[config.mk]
export PLATFORM = sky130hd
export DESIGN_NAME = trace_store_engine
export DESIGN_NICKNAME = d
export VERILOG_FILES = /design/src/rtl/trs_pkg.sv /design/src/rtl/trs_chan.sv /design/src/rtl/trs_seq.sv /design/src/rtl/trs_pmc.sv /design/src/rtl/trace_store_engine.sv
export SDC_FILE = /design/constraint.sdc
export NUM_CORES = 1
export LEC_CHECK = 0
export BUFFER_PORTS_ARGS = -buffer_cell sky130_fd_sc_hd__buf_2
export CELL_PAD_IN_SITES_DETAIL_PLACEMENT = 1
export CELL_PAD_IN_SITES_GLOBAL_PLACEMENT = 1
export CORE_MARGIN = 10
export CORE_UTILIZATION = 45
export CTS_BUF_LIST = sky130_fd_sc_hd__clkbuf_16
export CTS_CLUSTER_SIZE = 14
export DETAILED_ROUTE_END_ITERATION = 12
export PLACE_DENSITY = 0.86
export SYNTH_ARGS = -nofsm -noshare
export SYNTH_HDL_FRONTEND = slang
export SYNTH_HIERARCHICAL = 1
export SYNTH_SLANG_ARGS = --single-unit
[constraint.sdc]
create_clock -name clk -period 6.85 [get_ports clk]
set_input_delay 1.37 -clock clk [delete_from_list [all_inputs] [get_ports clk]]
set_output_delay 1.37 -clock clk [all_outputs]
set_load 0.1 [all_outputs]
[src/rtl/trs_pkg.sv]
package trs_pkg;
  localparam int AW = 32;
  localparam int DW = 32;
  localparam int BEAT_BYTES = DW / 8;
  localparam int BR_REC_BYTES = 12;
  localparam int SMP_REC_BYTES = 40;
  localparam int NCH = 2;
  localparam int CH_BR = 0;
  localparam int CH_SMP = 1;
  localparam int CH_REGS = 4;
  localparam int REG_AW = 4;

  typedef logic [AW-1:0] addr_t;
  typedef logic [DW-1:0] word_t;
  typedef logic [REG_AW-1:0] rcode_t;

  localparam rcode_t RG_RLD_LO = rcode_t'(8);
  localparam rcode_t RG_RLD_HI = rcode_t'(9);
  localparam rcode_t RG_CNT_LO = rcode_t'(10);
  localparam rcode_t RG_CNT_HI = rcode_t'(11);
  localparam rcode_t RG_CTRL   = rcode_t'(12);
  localparam rcode_t RG_CLEAR  = rcode_t'(13);

  // register code of item k (0 base, 1 index, 2 limit, 3 threshold) of channel c
  function automatic rcode_t chan_reg(int c, int k);
    return rcode_t'(CH_REGS * c + k);
  endfunction

  function automatic int unsigned rec_bytes(int c);
    return (c == CH_SMP) ? SMP_REC_BYTES : BR_REC_BYTES;
  endfunction

  // true when nbytes starting at idx end at or before lim
  function automatic logic rec_fits(addr_t idx, addr_t lim, int unsigned nbytes);
    logic [AW:0] stop;
    stop = {1'b0, idx} + (AW+1)'(nbytes);
    return stop <= {1'b0, lim};
  endfunction

  function automatic addr_t beat_addr(addr_t start, int unsigned beat);
    return start + addr_t'(beat * BEAT_BYTES);
  endfunction

  function automatic logic base_aligned(addr_t b);
    return b[1:0] == 2'b00;
  endfunction
endpackage

[src/rtl/trs_chan.sv]
module trs_chan
  import trs_pkg::*;
#(
  parameter int unsigned REC_BYTES = 12
) (
  input  logic  clk,
  input  logic  rst_n,
  input  logic  wr_base,
  input  logic  wr_idx,
  input  logic  wr_lim,
  input  logic  wr_thr,
  input  addr_t wdata,
  input  logic  clr_irq,
  input  logic  clr_ovf,
  input  logic  rec_done,
  input  logic  rec_drop,
  output addr_t idx,
  output addr_t lim,
  output logic  irq,
  output logic  ovf,
  output logic  bad_base
);
  addr_t idx_q, lim_q, thr_q, idx_next;
  logic  irq_q, ovf_q, base_ok, idx_load, hit_thr;

  assign base_ok  = base_aligned(wdata);
  assign bad_base = wr_base && !base_ok;
  assign idx_load = wr_idx || (wr_base && base_ok);
  assign idx_next = idx_q + addr_t'(REC_BYTES);
  assign hit_thr  = rec_done && !idx_load && (idx_next == thr_q);

  always_ff @(posedge clk) begin
    if (!rst_n) begin
      idx_q <= '0;
      lim_q <= '0;
      thr_q <= '0;
      irq_q <= 1'b0;
      ovf_q <= 1'b0;
    end else begin
      if (idx_load)      idx_q <= wdata;
      else if (rec_done) idx_q <= idx_next;
      if (wr_lim) lim_q <= wdata;
      if (wr_thr) thr_q <= wdata;
      if (hit_thr)      irq_q <= 1'b1;
      else if (clr_irq) irq_q <= 1'b0;
      if (rec_drop)     ovf_q <= 1'b1;
      else if (clr_ovf) ovf_q <= 1'b0;
    end
  end

  assign idx = idx_q;
  assign lim = lim_q;
  assign irq = irq_q;
  assign ovf = ovf_q;

  // index moves only on a finished record or a register write
  a_r3_idx_hold: assert property (@(posedge clk) disable iff (!rst_n)
    (!rec_done && !idx_load) |=> $stable(idx_q));
  // interrupt is a level that only a clear removes
  a_r5_irq_level: assert property (@(posedge clk) disable iff (!rst_n)
    (irq_q && !clr_irq) |=> irq_q);
  // overflow flag is sticky
  a_r4_ovf_sticky: assert property (@(posedge clk) disable iff (!rst_n)
    (ovf_q && !clr_ovf) |=> ovf_q);
endmodule

[src/rtl/trs_seq.sv]
module trs_seq
  import trs_pkg::*;
#(
  parameter int unsigned BR_BEATS  = 3,
  parameter int unsigned SMP_BEATS = 10
) (
  input  logic  clk,
  input  logic  rst_n,
  input  logic  start_br,
  input  logic  start_smp,
  input  addr_t start_addr,
  input  word_t br_from,
  input  word_t br_to,
  input  logic  mem_ready,
  output logic  mem_valid,
  output addr_t mem_addr,
  output word_t mem_wdata,
  output logic  busy,
  output logic  is_smp,
  output logic  done_br,
  output logic  done_smp
);
  localparam int unsigned MAXB = (SMP_BEATS > BR_BEATS) ? SMP_BEATS : BR_BEATS;
  localparam int BW = (MAXB > 1) ? $clog2(MAXB) : 1;

  logic          busy_q, smp_q, accept, last;
  logic [BW-1:0] beat_q, last_beat;
  addr_t         addr_q;
  word_t         from_q, to_q;

  assign last_beat = smp_q ? BW'(SMP_BEATS - 1) : BW'(BR_BEATS - 1);
  assign last      = (beat_q == last_beat);
  assign accept    = busy_q && mem_ready;

  always_ff @(posedge clk) begin
    if (!rst_n) begin
      busy_q <= 1'b0;
      smp_q  <= 1'b0;
      beat_q <= '0;
      addr_q <= '0;
      from_q <= '0;
      to_q   <= '0;
    end else if (!busy_q) begin
      if (start_br || start_smp) begin
        busy_q <= 1'b1;
        smp_q  <= start_smp;
        beat_q <= '0;
        addr_q <= start_addr;
        from_q <= br_from;
        to_q   <= br_to;
      end
    end else if (accept) begin
      if (last) busy_q <= 1'b0;
      else      beat_q <= beat_q + BW'(1);
    end
  end

  always_comb begin
    if (smp_q)                  mem_wdata = word_t'(beat_q);
    else if (beat_q == BW'(0))  mem_wdata = from_q;
    else if (beat_q == BW'(1))  mem_wdata = to_q;
    else                        mem_wdata = '0;
  end

  assign mem_valid = busy_q;
  assign mem_addr  = beat_addr(addr_q, 32'(beat_q));
  assign busy      = busy_q;
  assign is_smp    = smp_q;
  assign done_br   = accept && last && !smp_q;
  assign done_smp  = accept && last && smp_q;

  // a stalled beat keeps address and data
  a_r3_beat_hold: assert property (@(posedge clk) disable iff (!rst_n)
    (mem_valid && !mem_ready) |=> (mem_valid && $stable(mem_addr) && $stable(mem_wdata)));
endmodule

[src/rtl/trs_pmc.sv]
module trs_pmc
  import trs_pkg::*;
#(
  parameter int CNT_W = 40
) (
  input  logic             clk,
  input  logic             rst_n,
  input  logic             evt,
  input  logic             en,
  input  logic             reload,
  input  logic             wr_rld_lo,
  input  logic             wr_rld_hi,
  input  logic             wr_cnt_lo,
  input  logic             wr_cnt_hi,
  input  word_t            wdata,
  output logic [CNT_W-1:0] cnt,
  output logic             wrap_req
);
  localparam int HI_W = CNT_W - DW;

  logic [CNT_W-1:0] cnt_q, rld_q;
  logic             wrap;

  assign wrap     = evt && (&cnt_q) && !reload && !wr_cnt_lo && !wr_cnt_hi;
  assign wrap_req = wrap && en;

  always_ff @(posedge clk) begin
    if (!rst_n) begin
      cnt_q <= '0;
      rld_q <= '0;
    end else begin
      if (wr_rld_lo) rld_q[DW-1:0]     <= wdata;
      if (wr_rld_hi) rld_q[CNT_W-1:DW] <= wdata[HI_W-1:0];
      if (reload)         cnt_q              <= rld_q;
      else if (wr_cnt_lo) cnt_q[DW-1:0]      <= wdata;
      else if (wr_cnt_hi) cnt_q[CNT_W-1:DW]  <= wdata[HI_W-1:0];
      else if (evt)       cnt_q              <= cnt_q + CNT_W'(1);
    end
  end

  assign cnt = cnt_q;

  // a handled sampling record leaves the reload value in the counter
  a_r6_reload: assert property (@(posedge clk) disable iff (!rst_n)
    reload |=> (cnt_q == $past(rld_q)));
  // a wrap returns the counter to zero
  a_r6_wrap_zero: assert property (@(posedge clk) disable iff (!rst_n)
    wrap |=> (cnt_q == '0));
endmodule

[src/rtl/trace_store_engine.sv]
module trace_store_engine
  import trs_pkg::*;
#(
  parameter int CNT_W = 40
) (
  input  logic              clk,
  input  logic              rst_n,
  input  logic              cfg_we,
  input  logic [REG_AW-1:0] cfg_addr,
  input  logic [DW-1:0]     cfg_wdata,
  input  logic              br_valid,
  output logic              br_ready,
  input  logic [DW-1:0]     br_from,
  input  logic [DW-1:0]     br_to,
  input  logic              pmc_evt,
  output logic [CNT_W-1:0]  pmc_value,
  output logic              mem_valid,
  input  logic              mem_ready,
  output logic [AW-1:0]     mem_addr,
  output logic [DW-1:0]     mem_wdata,
  output logic              br_irq,
  output logic              smp_irq,
  output logic              br_ovf,
  output logic              smp_ovf,
  output logic              cfg_err,
  output logic [AW-1:0]     br_index,
  output logic [AW-1:0]     smp_index
);
  localparam int unsigned BR_BEATS  = BR_REC_BYTES / BEAT_BYTES;
  localparam int unsigned SMP_BEATS = SMP_REC_BYTES / BEAT_BYTES;

  logic [NCH-1:0] en_q, ch_irq, ch_ovf, ch_bad, ch_done, ch_drop;
  addr_t [NCH-1:0] ch_idx, ch_lim;

  logic  clr_we, ctrl_we, cfg_err_q, smp_pend_q;
  logic  seq_busy, seq_is_smp, done_br, done_smp;
  logic  idle, smp_go, smp_fit, br_fit, br_take;
  logic  start_br, start_smp, br_drop, smp_drop, wrap_req;
  addr_t start_addr;

  assign clr_we  = cfg_we && (cfg_addr == RG_CLEAR);
  assign ctrl_we = cfg_we && (cfg_addr == RG_CTRL);

  for (genvar c = 0; c < NCH; c++) begin : g_ch
    trs_chan #(.REC_BYTES(rec_bytes(c))) u_chan (
      .clk      (clk),
      .rst_n    (rst_n),
      .wr_base  (cfg_we && (cfg_addr == chan_reg(c, 0))),
      .wr_idx   (cfg_we && (cfg_addr == chan_reg(c, 1))),
      .wr_lim   (cfg_we && (cfg_addr == chan_reg(c, 2))),
      .wr_thr   (cfg_we && (cfg_addr == chan_reg(c, 3))),
      .wdata    (cfg_wdata),
      .clr_irq  (clr_we && cfg_wdata[c]),
      .clr_ovf  (clr_we && cfg_wdata[NCH + c]),
      .rec_done (ch_done[c]),
      .rec_drop (ch_drop[c]),
      .idx      (ch_idx[c]),
      .lim      (ch_lim[c]),
      .irq      (ch_irq[c]),
      .ovf      (ch_ovf[c]),
      .bad_base (ch_bad[c])
    );
  end

  // one record at a time; a waiting sampling record goes before any branch
  assign idle      = !seq_busy;
  assign smp_go    = idle && smp_pend_q;
  assign smp_fit   = rec_fits(ch_idx[CH_SMP], ch_lim[CH_SMP], SMP_REC_BYTES);
  assign br_fit    = rec_fits(ch_idx[CH_BR], ch_lim[CH_BR], BR_REC_BYTES);
  assign start_smp = smp_go && smp_fit;
  assign smp_drop  = smp_go && !smp_fit;
  assign br_ready  = idle && !smp_pend_q;
  assign br_take   = br_valid && br_ready;
  assign start_br  = br_take && en_q[CH_BR] && br_fit;
  assign br_drop   = br_take && en_q[CH_BR] && !br_fit;
  assign start_addr = start_smp ? ch_idx[CH_SMP] : ch_idx[CH_BR];

  assign ch_done = {done_smp, done_br};
  assign ch_drop = {smp_drop, br_drop};

  always_ff @(posedge clk) begin
    if (!rst_n) begin
      en_q       <= '0;
      cfg_err_q  <= 1'b0;
      smp_pend_q <= 1'b0;
    end else begin
      if (ctrl_we) en_q <= cfg_wdata[NCH-1:0];
      if (|ch_bad)                              cfg_err_q <= 1'b1;
      else if (clr_we && cfg_wdata[2*NCH])      cfg_err_q <= 1'b0;
      if (!en_q[CH_SMP])  smp_pend_q <= 1'b0;
      else if (wrap_req)  smp_pend_q <= 1'b1;
      else if (smp_go)    smp_pend_q <= 1'b0;
    end
  end

  trs_seq #(.BR_BEATS(BR_BEATS), .SMP_BEATS(SMP_BEATS)) u_seq (
    .clk        (clk),
    .rst_n      (rst_n),
    .start_br   (start_br),
    .start_smp  (start_smp),
    .start_addr (start_addr),
    .br_from    (br_from),
    .br_to      (br_to),
    .mem_ready  (mem_ready),
    .mem_valid  (mem_valid),
    .mem_addr   (mem_addr),
    .mem_wdata  (mem_wdata),
    .busy       (seq_busy),
    .is_smp     (seq_is_smp),
    .done_br    (done_br),
    .done_smp   (done_smp)
  );

  trs_pmc #(.CNT_W(CNT_W)) u_pmc (
    .clk       (clk),
    .rst_n     (rst_n),
    .evt       (pmc_evt),
    .en        (en_q[CH_SMP]),
    .reload    (done_smp || smp_drop),
    .wr_rld_lo (cfg_we && (cfg_addr == RG_RLD_LO)),
    .wr_rld_hi (cfg_we && (cfg_addr == RG_RLD_HI)),
    .wr_cnt_lo (cfg_we && (cfg_addr == RG_CNT_LO)),
    .wr_cnt_hi (cfg_we && (cfg_addr == RG_CNT_HI)),
    .wdata     (cfg_wdata),
    .cnt       (pmc_value),
    .wrap_req  (wrap_req)
  );

  assign br_irq    = ch_irq[CH_BR];
  assign smp_irq   = ch_irq[CH_SMP];
  assign br_ovf    = ch_ovf[CH_BR];
  assign smp_ovf   = ch_ovf[CH_SMP];
  assign cfg_err   = cfg_err_q;
  assign br_index  = ch_idx[CH_BR];
  assign smp_index = ch_idx[CH_SMP];

  // every beat lies wholly below the active channel's limit
  a_r4_below_limit: assert property (@(posedge clk) disable iff (!rst_n)
    mem_valid |-> rec_fits(mem_addr, seq_is_smp ? ch_lim[CH_SMP] : ch_lim[CH_BR], BEAT_BYTES));
  // with both waiting at an idle point, no branch record starts next
  a_r8_smp_first: assert property (@(posedge clk) disable iff (!rst_n)
    (br_valid && smp_pend_q && idle) |=> !(seq_busy && !seq_is_smp));
  // a branch record only starts while branch storing was enabled
  a_r7_br_gate: assert property (@(posedge clk) disable iff (!rst_n)
    ($rose(mem_valid) && !seq_is_smp) |-> $past(en_q[CH_BR]));
  // a misaligned base write raises the configuration error
  a_r9_bad_base: assert property (@(posedge clk) disable iff (!rst_n)
    (cfg_we && (cfg_addr == chan_reg(CH_BR, 0) || cfg_addr == chan_reg(CH_SMP, 0))
     && (cfg_wdata[1:0] != 2'b00)) |=> cfg_err_q);
endmodule

After elaboration in Yosys (flattened, before gate mapping). Index checks and enable logic that the tools add are counted.

Memory bits (writable): 0. Register bits after elaboration: 382. Logic and storage cells: 169. Output and inout bits: 175. ROM bits: 0. Memories kept: 0. Bits of input ports: 106. Latch bits: 0.

Mux-type cells: 35. Reduce and logical (&&, ||, !) cells: 80. Magnitude comparators: 2. Shift-type cells: 0. Bitwise operators: 1. Add/sub/neg operators: 7. Multipliers: 0. Div/mod/pow operators: 0. Equal/unequal tests: 21.

Operator list (number): $mux 32 (10); $mux 40 (2); $le 33x32->1 (2); $eq 32x32->1 (2); $logic_and 1x1->1 (44); $add 40x1->40 const B (1); $reduce_and 40->1 (1); $add 32x4->33 const B (1); $add 32x6->33 const B (1); $add 32x4->32 const B (1); $add 32x6->32 (1); $add 32x6->32 const B (1); $eq 4x4->1 const B (6); $mux 4 (5); $reduce_bool 2->1 (9); $eq 4x3->1 const B (4); $mux 1 (16); $mux 8 (2); $logic_not 1->1 (11); $eq 4x1->1 const B (2); $eq 4x2->1 const B (2); $logic_not 4->1 (2); $reduce_and 2->1 (4); $reduce_bool 3->1 (2); 10 further kinds (14).

Depth between registers and ports, before layout.
Depth in word-level cells: 11. Mapped depth: 22. Gate-level depth less buffers: 20.

Cells and area by module. Netlist, hierarchy kept.

By module, submodules not included: trs_chan at g_ch[0].u_chan (area an instance 5240.0 um^2, sequential area each 1961.9 um^2, instances 1, cells an instance 562); trs_chan at g_ch[1].u_chan (area an instance 4942.2 um^2, sequential area each 1961.9 um^2, instances 1, cells an instance 548); trs_seq (area an instance 4875.9 um^2, sequential area each 2042.0 um^2, instances 1, cells an instance 636); trs_pmc (area an instance 4519.3 um^2, sequential area each 1601.5 um^2, instances 1, cells an instance 573); trace_store_engine (area an instance 3387.0 um^2, sequential area each 80.1 um^2, instances 1, cells an instance 462).

Worst setup path after synthesis. OpenSTA, ideal clock, no wires.

Path type: reg2reg. From: reg g_ch[1].u_chan.idx_q[13]. To: reg u_pmc.cnt_q[24], in the netlist u_pmc/cnt[24]. Library setup time: 119 ps. Period minus slack after synthesis: 5435 ps. Cell stages (with the launch flop): 21. Path buffers: 2. Path slack: 1415 ps. Data arrival time: 5316 ps. Required time: 6731 ps. Path through: dfxtp_1 -> and4_1 -> and3_1 -> nand3_2 -> nor3_1 -> nand3_1 -> xnor2_1 -> ha_1 -> nand3_1 -> nor3_1 -> nand3_1 -> or2_2 -> o211ai_2 -> a21oi_1 -> or2_2 -> clkbuf_1 -> or2_2 -> clkbuf_1 -> nor2_1 -> nor2_1 -> o221a_2.

Word-level cells in the longest chain between the ends: 7. Elaborated cells on any way between the ends: 9. Those cells by class: add/sub (1); order compare (1); eq/ne (1); mux (1); reduce/logical (5).

Ends and longest elaborated chain: from (decl) (line trs_chan.sv:23) `addr_t idx_q, lim_q, thr_q, idx_next;`; from (signal assigned) (line trs_chan.sv:40) `if (idx_load) idx_q <= wdata;`; from (signal assigned) (line trs_chan.sv:41) `else if (rec_done) idx_q <= idx_next;`; $add 32x6->33 * (line trs_pkg.sv:36) `stop = {1'b0, idx} + (AW+1)'(nbytes);`; $le 33x32->1 * (line trs_pkg.sv:37) `return stop <= {1'b0, lim};`; $logic_not 1->1 * (line trace_store_engine.sv:71) `assign smp_drop = smp_go && !smp_fit;`; $logic_and 1x1->1 * (line trace_store_engine.sv:71); named net smp_drop (line trace_store_engine.sv:38) `logic start_br, start_smp, br_drop, smp_drop, wrap_req;`; $logic_or 1x1->1 * (line trace_store_engine.sv:119) `.reload (done_smp || smp_drop),`; $ne 3x1->1 (no source line) or $reduce_bool 3->1 (tied branches); $reduce_and 2->1 (no source line); to (signal, indexed assignment) (line trs_pmc.sv:35) `else if (wr_cnt_lo) cnt_q[DW-1:0] <= wdata;`; to (signal, indexed assignment) (line trs_pmc.sv:36) `else if (wr_cnt_hi) cnt_q[CNT_W-1:DW] <= wdata[HI_W-1:0];`; to (signal assigned) (line trs_pmc.sv:37) `else if (evt) cnt_q <= cnt_q + CNT_W'(1);`; to (decl) (line trs_pmc.sv:21) `logic [CNT_W-1:0] cnt_q, rld_q;`.

Mark *: on every way through the listed nets, which the timed path passes. The rest lies on a longest branch. A chain may end at the register's enable or synchronous reset.

Worst setup path after layout.
From: reg g_ch[1].u_chan.idx_q[6]. To: reg u_pmc.cnt_q[34], in the netlist u_pmc/cnt[34].

Word-level cells in the longest chain between the ends: 7. Elaborated cells on any way between the ends: 9. Those cells by class: add/sub (1); order compare (1); eq/ne (1); mux (1); reduce/logical (5).

Ends and longest elaborated chain (line): $add 32x6->33 * (trs_pkg.sv:36); $le 33x32->1 * (trs_pkg.sv:37); $logic_not 1->1 * (trace_store_engine.sv:71); $logic_and 1x1->1 * (trace_store_engine.sv:71); named net smp_drop (trace_store_engine.sv:38); $logic_or 1x1->1 * (trace_store_engine.sv:119); $ne 2x1->1 (no source line) or $reduce_bool 3->1 (tied branches); $reduce_and 2->1 (no source line).

Marked as above.

==> results.toml <==
[timing]
clock.fmax_mhz = 166
final.setup.tns_ns = 0
worst_slack_ns = 0.815
tightest_slew_ns = 1.34
hold_viol = 0
clock_skew_ns = 0.0224
rsz0062_at_grt = "no"
fin_crit_sh_pct = 88.1
slew_headroom_pct = 10.5
finalSetupViolCount = 0
min_period_ns = 6.04
drv_slew = 0

[die]
ioPinCount = 281
fp.dieH_um = 246
coreArea_mm2 = 0.0503
die_area_mm2 = 0.0605
rows = 82
start_util_pct = 45.7
die_w_um = 246

[power_and_ir_drop]
power_switching_w = 0.00146
irDropWorstVdd_uv = 187
comb_power_share_pct = 11.1
power.internal_w = 0.00370
p_leak_nw = 10.3
swShare_pct = 28.3
power.share.sequential_pct = 44.8
pwr-share-clk_pct = 44.1
p_per_area_mw_per_mm2 = 198
power_w = 0.00516

[synth]
ys.flop_type = "dfxtp_1"
synth_cells = 2781
async_flop_share_pct = 0
ys_seq_area_share_pct = 33.3
synth.distinct_cells = 102
syn_area_mm2 = 0.0230
yosysTopAreaCell = "dfxtp_1"
synth_seq_cells = 382
syn_avg_cell_area_um2 = 8.26
synth_top_area_share_pct = 33.3
syn_nets = 2964
yosysWarnings = 6
synth_edf_count = 0
synthTopCellsByArea = "dfxtp_1 (33%), mux2i_1 (7.8%), nand2_1 (5.9%), xnor2_1 (4.9%), ha_1 (4.1%)"

[grt]
grt_max_degree = 98
track_usage_pct = 27.7
antenna_found_initial = 0
grt_remaining_overflow = 0
grt_pass1_wl_um = 133000
grt_pass1_vias = 22717

[clock_tree]
cts-root-buf = "clkbuf_16"
ctsResizeCount = 0
clk_pin_slew_ns = 0.06
cts_max_level = 2
cts_buffers = 45
cts_sinks = 382
cts_tree = "done"
hold_buffers = 0
worstSkewPairLatency_ns = 0.60
clockBufferDepth = 3
post_cts_buffers = 0

[setup_path]
path_class = "flop to flop"
arrival_ns = 6.53
startpoint_type = "flop"
crit_required_ns = 7.35
crit_path_top_delay_cell = "dfxtp_1"
r2r_cells = 17
worstReg2RegStart = "g_ch[1].u_chan/idx[6]"
timing.critical_path.mode_cell = "nor2_1"
worstReg2RegEnd = "u_pmc/cnt[34]"
cp_top_family = "simple AND/OR/NAND/NOR gates"
path_max_fanout = 34
crit_buf_inv = 1
cpPeakStageDelay_ns = 0.73
path_cells = "nand2_1 -> or3_1 -> nor3_1 -> xor2_1 -> ha_1 -> a2111oi_4 -> o221ai_1 -> o211ai_1 -> nand3_1 -> o211ai_2 -> a21oi_1 -> or2_2 -> inv_1 -> nor2_1 -> nor2_1 -> or4b_1 -> a31oi_1"
crit_path_end_kind = "flop"
reg2reg_slack_ns = 0.81

[routing]
first_iter_violations = 1854
vias_per_cell = 6.02
wirelength_um = 87400
drc = 0
num_vias = 22078
drtPass1Iterations = 6
ant_nets = 0
avgRoutedWirePerCell_um = 23.8

[placement]
port_buffers = 280
place.gp.congestion = 0.922
dpl_worst_slack_ns = 0.934
dpl.hpwl_um = 62300
post-place-cells = 3586
placedInstanceArea_mm2 = 0.0247

[outcome]
status = "completed"

[finish]
design_area_mm2 = 0.0261
final_cell_mix = "dfxtp_1 (382), nand2_1 (363), buf_2 (279)"
diodes = 0
final_layout_size_suffix_gt1_share_pct = 15.8
stdcell_count = 3666
area_growth_pct = 13.6
mostFrequentLayoutCell = "dfxtp_1"
nNetsFinal = 3144

[min_path]
hp-class = "flop to flop"
holdPathEnd = "u_seq/from_q[19]"
hold_path_startpoint = "u_seq/from_q[19]"
hold_depth = 2

[run]
max_cap_viol_count = 0
state kept, by name, summed over array words and instances, names as in the netlist:
| name | cells |
|---|---|
| u_pmc/cnt | 40 |
| u_seq/is_smp | 1 |
| u_pmc/rld_q | 40 |
| cfg_err | 1 |
| u_seq/from_q | 32 |
| g_ch.u_chan/ovf | 2 |
| g_ch.u_chan/irq | 2 |
| smp_pend_q | 1 |
| u_seq/to_q | 32 |
| u_seq/addr_q | 32 |
| g_ch.u_chan/lim | 64 |
| g_ch.u_chan/idx | 64 |
| u_seq/beat_q | 4 |
| u_seq/busy | 1 |
| en_q | 2 |
| g_ch.u_chan/thr_q | 64 |
routing by layer:
| metal | track usage (%) | routed length [um] |
|---|---|---|
| met5 | 0 | 0 |
| met4 | 10.8 | 3180 |
| met3 | 5.71 | 6820 |
| met2 | 46.1 | 41300 |
| met1 | 34.4 | 36100 |
per-stage QoR:
step / utilization [%] / hold slack [ns]
floorplan: - / 0.428
global placement: 49.2 / 0.441
detailed placement: 49.2 / 0.448
CTS: 51.9 / 0.456
global route: 51.9 / 0.477
finish: 51.9 / 0.457
worst reg2reg max path, delay by kind of cell (launching register included):
family          cells  cell delay [ns]
xor+xnor            1             0.16
simple gates        8             2.65
compound gates      6             1.33
flops               1             0.73
buf+inv             1             0.71
fa+ha+maj           1             0.38
cell usage after synthesis, types with 16 or more instances:
library cell    n
nand4_1        85
nand3_1        81
ha_1           76
mux2i_1       179
nor3_1         48
o211ai_1       16
a31oi_1        23
buf_1          19
buf_2          30
or3_1          21
nor2b_1        81
a21oi_1       152
clkbuf_1      112
a21o_1         16
dfxtp_1       382
xnor2_1       129
nand2_1       363
inv_1         103
o211a_1        30
a21boi_0       42
nor2_1        245
and4_1         17
and3_1         35
mux2_2         22
o21ai_0        73
a22oi_1        35
a211oi_1       30
xor2_1         81
cell families after synthesis:
logic type      after synthesis  synth area share (%)
compound gates              519                  15.4
xor+xnor                    210                  8.01
fa+ha+maj                    77                  4.23
buf+inv                     287                  5.32
flops                       382                  33.3
mux                         210                  9.47
simple gates               1096                  24.3
layout make-up:
| type | instances | area [um^2] |
|---|---|---|
| clock buffer | 46 | 1150 |
| timing repair buffer | 313 | 1650 |
| tap | 672 | 841 |
| fill | 6113 | 24200 |
| sequential | 382 | 7650 |
| inverter | 107 | 402 |
| multi-input combinational | 2112 | 14200 |
| clock inverter | 34 | 208 |
power groups by stage:
stage	sequential (W)	combinational [W]	clock (W)
floorplan	0.00246	0.000259	0
global placement	0.00236	0.000549	0
detailed placement	0.00236	0.000563	0
CTS	0.00231	0.000566	0.00232
global route	0.00232	0.000606	0.00241
finish	0.00231	0.000571	0.00228
how the worst max path moves through the flow:
| stage | endpoint | start | cells past startpoint | slack, ns |
|---|---|---|---|---|
| CTS | u_pmc/cnt[34] | g_ch[1].u_chan/idx[6] | 17 | 0.90 |
| global placement | u_pmc/cnt[24] | g_ch[1].u_chan/idx[11] | 17 | 1.07 |
| global route | u_pmc/cnt[35] | g_ch[1].u_chan/idx[11] | 18 | 0.34 |
| floorplan | u_pmc/cnt[24] | g_ch[1].u_chan/idx[13] | 20 | 1.41 |
| finish | u_pmc/cnt[34] | g_ch[1].u_chan/idx[6] | 17 | 0.81 |
| detailed placement | u_pmc/cnt[34] | g_ch[1].u_chan/idx[11] | 17 | 0.93 |
No activity file was read; power rests on OpenSTA's default activity.
